[config.mk]
export PLATFORM = sky130hd
export DESIGN_NAME = i2c_cmd_master
export DESIGN_NICKNAME = d
export VERILOG_FILES = /design/src/rtl/i2cm_pkg.sv /design/src/rtl/i2cm_brg.sv /design/src/rtl/i2cm_sync.sv /design/src/rtl/i2cm_shreg.sv /design/src/rtl/i2cm_seq.sv /design/src/rtl/i2c_cmd_master.sv
export SDC_FILE = /design/constraint.sdc
export NUM_CORES = 1
export LEC_CHECK = 0
export CAP_MARGIN = 20
export CORE_MARGIN = 2
export CORE_UTILIZATION = 40
export DETAILED_ROUTE_END_ITERATION = 8
export PLACE_DENSITY = 0.65
export SETUP_SLACK_MARGIN = 0.3
export SLEW_MARGIN = 20
export SYNTH_ARGS = -nofsm -noshare
export SYNTH_HDL_FRONTEND = slang
export SYNTH_SLANG_ARGS = --single-unit
[constraint.sdc]
create_clock -name clk -period 1.9 [get_ports clk]
set_clock_uncertainty 0.15 [all_clocks]
set_input_delay 0.38 -clock clk [delete_from_list [all_inputs] [get_ports clk]]
set_output_delay 0.38 -clock clk [all_outputs]
set_load 0.01 [all_outputs]
[src/rtl/i2cm_pkg.sv]
`timescale 1ns/1ps
package i2cm_pkg;

  typedef enum logic [2:0] {
    OP_NONE   = 3'd0,
    OP_START  = 3'd1,
    OP_RSTART = 3'd2,
    OP_STOP   = 3'd3,
    OP_TX     = 3'd4,
    OP_RX     = 3'd5
  } op_e;

  // Line pattern {scl_release, sda_release} for each quarter of a bus condition.
  function automatic logic [1:0] cond_lines(op_e op, logic [1:0] step);
    logic [1:0] r;
    r = 2'b11;
    case (op)
      OP_START: begin
        case (step)
          2'd0:    r = 2'b11;
          2'd3:    r = 2'b00;
          default: r = 2'b10;
        endcase
      end
      OP_RSTART: begin
        case (step)
          2'd0:    r = 2'b01;
          2'd1:    r = 2'b11;
          2'd2:    r = 2'b10;
          default: r = 2'b00;
        endcase
      end
      OP_STOP: begin
        case (step)
          2'd0:    r = 2'b00;
          2'd3:    r = 2'b11;
          default: r = 2'b10;
        endcase
      end
      default: r = 2'b11;
    endcase
    return r;
  endfunction

endpackage

[src/rtl/i2cm_brg.sv]
`timescale 1ns/1ps
module i2cm_brg #(
  parameter int BRG_W = 8
) (
  input  logic             clk,
  input  logic             rst_n,
  input  logic             run,
  input  logic [BRG_W-1:0] reload,
  output logic             tick
);
  logic [BRG_W-1:0] cnt;

  assign tick = run && (cnt == '0);

  always_ff @(posedge clk or negedge rst_n) begin
    if (!rst_n) begin
      cnt <= '0;
    end else if (!run || cnt == '0) begin
      cnt <= reload;
    end else begin
      cnt <= cnt - BRG_W'(1);
    end
  end
endmodule

[src/rtl/i2cm_sync.sv]
`timescale 1ns/1ps
module i2cm_sync #(
  parameter int STAGES = 2
) (
  input  logic clk,
  input  logic rst_n,
  input  logic din,
  output logic dout
);
  logic [STAGES-1:0] r;

  always_ff @(posedge clk or negedge rst_n) begin
    if (!rst_n) r <= '1;
    else        r <= {r[STAGES-2:0], din};
  end

  assign dout = r[STAGES-1];
endmodule

[src/rtl/i2cm_shreg.sv]
`timescale 1ns/1ps
module i2cm_shreg #(
  parameter int DW = 8
) (
  input  logic          clk,
  input  logic          rst_n,
  input  logic          load,
  input  logic [DW-1:0] load_val,
  input  logic          shift,
  input  logic          sin,
  output logic          msb,
  output logic [DW-1:0] val
);
  always_ff @(posedge clk or negedge rst_n) begin
    if (!rst_n)     val <= '0;
    else if (load)  val <= load_val;
    else if (shift) val <= {val[DW-2:0], sin};
  end

  assign msb = val[DW-1];
endmodule

[src/rtl/i2cm_seq.sv]
`timescale 1ns/1ps
module i2cm_seq
  import i2cm_pkg::*;
#(
  parameter int DW = 8
) (
  input  logic clk,
  input  logic rst_n,
  input  logic tick,
  input  logic go,
  input  op_e  go_op,
  input  logic go_sda,
  input  logic go_ack_n,
  input  logic nxt_bit,
  output logic busy,
  output logic owned,
  output logic scl_rel,
  output logic sda_rel,
  output logic sample,
  output logic sample_ack,
  output logic fin,
  output op_e  cur_op
);
  localparam int BW = $clog2(DW + 1);

  logic [1:0]    qtr;
  logic [BW-1:0] bitn;
  logic          ack_n_q;
  logic          is_byte;
  logic          last_q;

  assign is_byte    = (cur_op == OP_TX) || (cur_op == OP_RX);
  assign sample     = busy && tick && is_byte && (qtr == 2'd2);
  assign sample_ack = (bitn == BW'(DW));
  assign last_q     = (qtr == 2'd3) && (!is_byte || bitn == BW'(DW));
  assign fin        = busy && tick && last_q;

  always_ff @(posedge clk or negedge rst_n) begin
    if (!rst_n) begin
      busy    <= 1'b0;
      owned   <= 1'b0;
      scl_rel <= 1'b1;
      sda_rel <= 1'b1;
      qtr     <= 2'd0;
      bitn    <= '0;
      ack_n_q <= 1'b1;
      cur_op  <= OP_NONE;
    end else if (go && !busy) begin
      busy    <= 1'b1;
      cur_op  <= go_op;
      qtr     <= 2'd0;
      bitn    <= '0;
      ack_n_q <= go_ack_n;
      if (go_op == OP_TX || go_op == OP_RX) begin
        scl_rel <= 1'b0;
        sda_rel <= go_sda;
      end else begin
        {scl_rel, sda_rel} <= cond_lines(go_op, 2'd0);
      end
    end else if (busy && tick) begin
      if (last_q) begin
        busy  <= 1'b0;
        owned <= (cur_op != OP_STOP);
      end else if (!is_byte) begin
        qtr <= qtr + 2'd1;
        {scl_rel, sda_rel} <= cond_lines(cur_op, qtr + 2'd1);
      end else begin
        qtr <= qtr + 2'd1;
        case (qtr)
          2'd0: scl_rel <= 1'b1;
          2'd2: scl_rel <= 1'b0;
          2'd3: begin
            bitn <= bitn + BW'(1);
            if (bitn == BW'(DW - 1))
              sda_rel <= (cur_op == OP_RX) ? ack_n_q : 1'b1;
            else
              sda_rel <= (cur_op == OP_RX) ? 1'b1 : nxt_bit;
          end
          default: ;
        endcase
      end
    end
  end
endmodule

[src/rtl/i2c_cmd_master.sv]
`timescale 1ns/1ps
module i2c_cmd_master
  import i2cm_pkg::*;
#(
  parameter int BRG_W     = 8,
  parameter int DW        = 8,
  parameter int SYNC_STGS = 2
) (
  input  logic             clk,
  input  logic             rst_n,
  input  logic [BRG_W-1:0] brg_reload,
  input  logic             cmd_start,
  input  logic             cmd_rstart,
  input  logic             cmd_stop,
  input  logic             cmd_rx,
  input  logic             rx_nack,
  input  logic             tx_valid,
  output logic             tx_ready,
  input  logic [DW-1:0]    tx_data,
  output logic             rx_valid,
  input  logic             rx_ready,
  output logic [DW-1:0]    rx_data,
  input  logic             status_clr,
  output logic             done_flag,
  output logic             wcol,
  output logic             ack_stat,
  output logic             busy,
  output logic             scl_oe,
  output logic             sda_oe,
  input  logic             sda_i
);
  op_e           pick_op;
  op_e           go_op;
  op_e           cur_op;
  logic          legal;
  logic          owned;
  logic          tx_fire;
  logic          cmd_ok;
  logic          cmd_bad;
  logic          go;
  logic          tick;
  logic          scl_rel;
  logic          sda_rel;
  logic          sample;
  logic          sample_ack;
  logic          seq_fin;
  logic          sda_s;
  logic          sh_msb;
  logic [DW-1:0] sh_val;

  // Strobe priority: start, repeated start, stop, receive.
  always_comb begin
    pick_op = OP_NONE;
    if (cmd_start)       pick_op = OP_START;
    else if (cmd_rstart) pick_op = OP_RSTART;
    else if (cmd_stop)   pick_op = OP_STOP;
    else if (cmd_rx)     pick_op = OP_RX;
  end

  always_comb begin
    case (pick_op)
      OP_START:          legal = !busy && !owned;
      OP_RSTART, OP_STOP: legal = !busy && owned;
      OP_RX:             legal = !busy && owned && !rx_valid;
      default:           legal = 1'b0;
    endcase
  end

  assign tx_ready = !busy && owned;
  assign tx_fire  = tx_valid && tx_ready;
  assign cmd_ok   = (pick_op != OP_NONE) && legal && !tx_fire;
  assign cmd_bad  = (pick_op != OP_NONE) && (!legal || tx_fire);
  assign go       = tx_fire || cmd_ok;
  assign go_op    = tx_fire ? OP_TX : pick_op;

  i2cm_brg #(.BRG_W(BRG_W)) brg_i (
    .clk    (clk),
    .rst_n  (rst_n),
    .run    (busy),
    .reload (brg_reload),
    .tick   (tick)
  );

  i2cm_sync #(.STAGES(SYNC_STGS)) sync_i (
    .clk   (clk),
    .rst_n (rst_n),
    .din   (sda_i),
    .dout  (sda_s)
  );

  i2cm_shreg #(.DW(DW)) shreg_i (
    .clk      (clk),
    .rst_n    (rst_n),
    .load     (tx_fire || (cmd_ok && pick_op == OP_RX)),
    .load_val (tx_fire ? tx_data : {DW{1'b1}}),
    .shift    (sample && !sample_ack),
    .sin      (sda_s),
    .msb      (sh_msb),
    .val      (sh_val)
  );

  i2cm_seq #(.DW(DW)) seq_i (
    .clk        (clk),
    .rst_n      (rst_n),
    .tick       (tick),
    .go         (go),
    .go_op      (go_op),
    .go_sda     (tx_fire ? tx_data[DW-1] : 1'b1),
    .go_ack_n   (rx_nack),
    .nxt_bit    (sh_msb),
    .busy       (busy),
    .owned      (owned),
    .scl_rel    (scl_rel),
    .sda_rel    (sda_rel),
    .sample     (sample),
    .sample_ack (sample_ack),
    .fin        (seq_fin),
    .cur_op     (cur_op)
  );

  assign scl_oe = !scl_rel;
  assign sda_oe = !sda_rel;

  always_ff @(posedge clk or negedge rst_n) begin
    if (!rst_n) begin
      done_flag <= 1'b0;
      wcol      <= 1'b0;
      ack_stat  <= 1'b0;
      rx_valid  <= 1'b0;
      rx_data   <= '0;
    end else begin
      if (seq_fin)         done_flag <= 1'b1;
      else if (status_clr) done_flag <= 1'b0;

      if (cmd_bad)         wcol <= 1'b1;
      else if (status_clr) wcol <= 1'b0;

      if (sample && sample_ack && cur_op == OP_TX) ack_stat <= sda_s;

      if (seq_fin && cur_op == OP_RX) begin
        rx_valid <= 1'b1;
        rx_data  <= sh_val;
      end else if (rx_valid && rx_ready) begin
        rx_valid <= 1'b0;
      end
    end
  end
endmodule

==> results.sh <==
export IMPL_drtIter0Drc=99
export IMPL_power_mw=1.92
export IMPL_final_antenna_net_count=0
export IMPL_post_place_ws_ns=-0.520
export IMPL_stdcell_count=421
export IMPL_r2r_cells=7
export IMPL_ir_drop_uv=466
export IMPL_ys_seq_elements=44
export IMPL_r2r_end="rx_data[5]$_DFFE_PN0P_"
export IMPL_synth_edff_count=0
export IMPL_synthSimpleGateAreaFrac=0.181
export IMPL_grt_max_degree=29
export IMPL_worst_slack_ns=-0.130
export IMPL_worstSetupEndpointType="register"
export IMPL_slew_headroom=0.743
export IMPL_clockBufferDepth=2
export IMPL_maxSlewViolCount=0
export IMPL_synth_top_family_by_area="simple AND/OR/NAND/NOR gates"
export IMPL_start_util=0.420
export IMPL_cts_made_buffers=5
export IMPL_power_density_nw_per_um2=489
export IMPL_routabilityCongestion=0.845
export IMPL_grt_pass1_vias=2190
export IMPL_rsz0062_at_grt="yes"
export IMPL_grt_total_usage=0.207
export IMPL_rows=27
export IMPL_worst_hold_slack_ns=0.205
export IMPL_clockRootBuffer="clkbuf_8"
export IMPL_holdPathStages=0
export IMPL_routed_wl_um=6880
export IMPL_path_max_fanout=8
export IMPL_maxCapViolCount=0
export IMPL_io_pins=43
export IMPL_syn_num_nets=273
export IMPL_netlist_area_um2=2340
export IMPL_cts_tree="done"
export IMPL_crit_required_ns=1.93
export IMPL_regArea_um2=1110
export IMPL_violations="negative setup slack"
export IMPL_async_flop_share=1.00
export IMPL_place_area_um2=3170
export IMPL_p_leak_nw=1.78
export IMPL_drt_vias_per_instance=5.24
export IMPL_fill_cells=405
export IMPL_dp_cells=386
export IMPL_yosys_warnings=0
export IMPL_yosysTopAreaCell="dfrtp_1"
export IMPL_synth_compound_area_frac=0.158
export IMPL_synth_ff_type="dfrtp_1"
export IMPL_fin_tns_setup_ns=-1.77
export IMPL_fin_area_um2=3920
export IMPL_synth_top_area_share=0.417
export IMPL_die_h_um=80.5
export IMPL_path_clk_slew_ns=0.09
export IMPL_hold_violations=0
export IMPL_drc=0
export IMPL_r2r_start="brg_i.cnt[5]$_DFF_PN0_"
export IMPL_cts_sinks=44
export IMPL_core_um2=5570
export IMPL_min_delay_start="sync_i.r[0]$_DFF_PN1_"
export IMPL_drive_gt1_frac=0.501
export IMPL_max_freq_ghz=0.493
export IMPL_vias=2206
export IMPL_die_w_um=80.5
export IMPL_synth_cell_types=48
export IMPL_areaGrowthSynthToFinish_pct=67.7
export IMPL_place_detailed_hpwl_um=4180
export IMPL_post_synth_fa_ha_maj_area_fraction=0.0589
export IMPL_status="finished, violations left"
export IMPL_multi_input_area_um2=1530
export IMPL_cp_slowest_cell="dfrtp_1"
export IMPL_clk_latency_ns=0.30
export IMPL_final_common_cell="buf_4"
export IMPL_synth_xor_area_frac=0.0375
export IMPL_port_buffers=42
export IMPL_overflow=0
export IMPL_final_cell_mix="buf_4, dfrtp_1, buf_6"
export IMPL_antenna_found_initial=0
export IMPL_tightest_slew_ns=0.379
export IMPL_period_share=1.07
export IMPL_critPathMaxStageDelay_ns=0.43
export IMPL_worstPathArrival_ns=2.06
export IMPL_post_route_util=0.704
export IMPL_holdPathEnd="sync_i.r[1]$_DFF_PN1_"
export IMPL_h_tree_depth=2
export IMPL_first_pass_iters=4
export IMPL_nets=386
export IMPL_start_kind="register"
export IMPL_synthMuxAreaShare=0.0519
export IMPL_worstPathCellList="nor4_4 > and4_4 > buf_6 > nand2b_4 > nor2_4 > buf_12 > mux2_4"
export IMPL_period_needed_ns=2.03
export IMPL_critical_path_class="reg2reg"
export IMPL_die_area_um2=6470
export IMPL_antenna_cells=0
export IMPL_wire_per_inst_um=16.3
export IMPL_hold_path_class="reg2reg"
export IMPL_yosysSeqAreaShare=0.474
export IMPL_syn_inst=235
export IMPL_setup_viol_count_final=23
export IMPL_synth_area_leaders="dfrtp_1, ha_1, dfstp_2, mux2_2, nand2_1"
export IMPL_worst_r2r_setup_slack_ns=-0.13
export IMPL_grt_pass1_wl_um=10200
export IMPL_syn_avg_cell_area_um2=9.95
-- cell usage after synthesis, types with 2 or more instances --
cell type   n
a21o_1      2
a211oi_1    2
or2_2       2
xor2_1      4
nand2_1    24
o21ai_0    14
a21oi_1    17
nor3b_1     5
clkbuf_1    3
inv_1      15
o2bb2ai_1   8
or3_1       3
dfrtp_1    39
mux2i_1     2
o22ai_1     2
nand2b_1    4
nand3_1     5
ha_1       11
xnor2_1     6
dfstp_2     5
nor2_1     23
mux2_2      9
nor2b_1     3
o21a_1      3
-- sequential cells by signal, indices dropped and copies added (netlist names) --
register / count
seq_i.sda_rel: 1
ack_stat: 1
seq_i.qtr: 2
seq_i.owned: 1
seq_i.scl_rel: 1
seq_i.cur_op: 3
shreg_i.val: 8
done_flag: 1
brg_i.cnt: 8
rx_valid: 1
sync_i.r: 2
seq_i.busy: 1
seq_i.bitn: 4
rx_data: 8
wcol: 1
seq_i.ack_n_q: 1
-- cell families after synthesis --
| logic type | after synthesis |
|---|---|
| compound gates | 57 |
| xor+xnor | 10 |
| fa+ha+maj | 11 |
| buf+inv | 21 |
| flops | 44 |
| mux | 11 |
| simple gates | 81 |
-- layout make-up --
cell class | instances | share of cell area
Clock buffer | 5 | 0.0175
Clock inverter | 3 | 0.0108
Inverter | 15 | 0.0144
Multi-Input combinational cell | 171 | 0.390
Sequential cell | 44 | 0.283
Tap cell | 72 | 0.0230
Timing Repair Buffer | 111 | 0.261
-- metal layers --
metal  part of all wire  routed length (µm)  up-vias  GRT usage
li1                   -                   -     1048          -
met1               0.41                2810     1088      0.256
met5                  0                   0        -          0
met3              0.028                 191       17     0.0315
met4              0.028                 194        0     0.0729
met2               0.54                3680       53      0.367
-- worst max-delay path by stage --
stage / startpoint / endpoint / slack, ns / cells past startpoint
after floorplan: brg_i.cnt[4]$_DFF_PN0_ / rx_data[0]$_DFFE_PN0P_ / -0.05 / 6
after global placement: cmd_stop / seq_i.sda_rel$_DFFE_PN1P_ / -0.42 / 10
after detailed placement: cmd_stop / seq_i.sda_rel$_DFFE_PN1P_ / -0.52 / 10
after CTS: brg_i.cnt[4]$_DFF_PN0_ / seq_i.bitn[3]$_DFFE_PN0P_ / -0.07 / 7
after global routing: brg_i.cnt[5]$_DFF_PN0_ / seq_i.sda_rel$_DFFE_PN1P_ / -0.22 / 9
final: brg_i.cnt[5]$_DFF_PN0_ / rx_data[5]$_DFFE_PN0P_ / -0.13 / 7
-- repair_timing --
| action | 4_1_cts | 5_1_grt |
|---|---|---|
| pin swaps | 29 | 35 |
| buffers inserted | 15 | 10 |
| gates resized for setup | 107 | 60 |
| endpoints found under the setup margin | 58 | 43 |
| cloned | 0 | 1 |
| endpoints found under the hold margin | 11 | 0 |
| hold buffers | 1 | 0 |
-- where the power goes --
group          switching, mW  total [mW]  internal [mW]  leakage, nW
sequential            0.0109       0.967          0.956        0.545
combinational          0.102       0.218          0.117         1.19
clock                  0.342       0.732          0.389       0.0541
-- worst max-delay path: cells and delay by family, from the launching register on --
family        cells  cell delay (ns)
flops             1             0.43
mux               1             0.30
simple gates      4             0.79
buf+inv           2             0.25
Note: power is estimated with default switching activity, not from simulation.
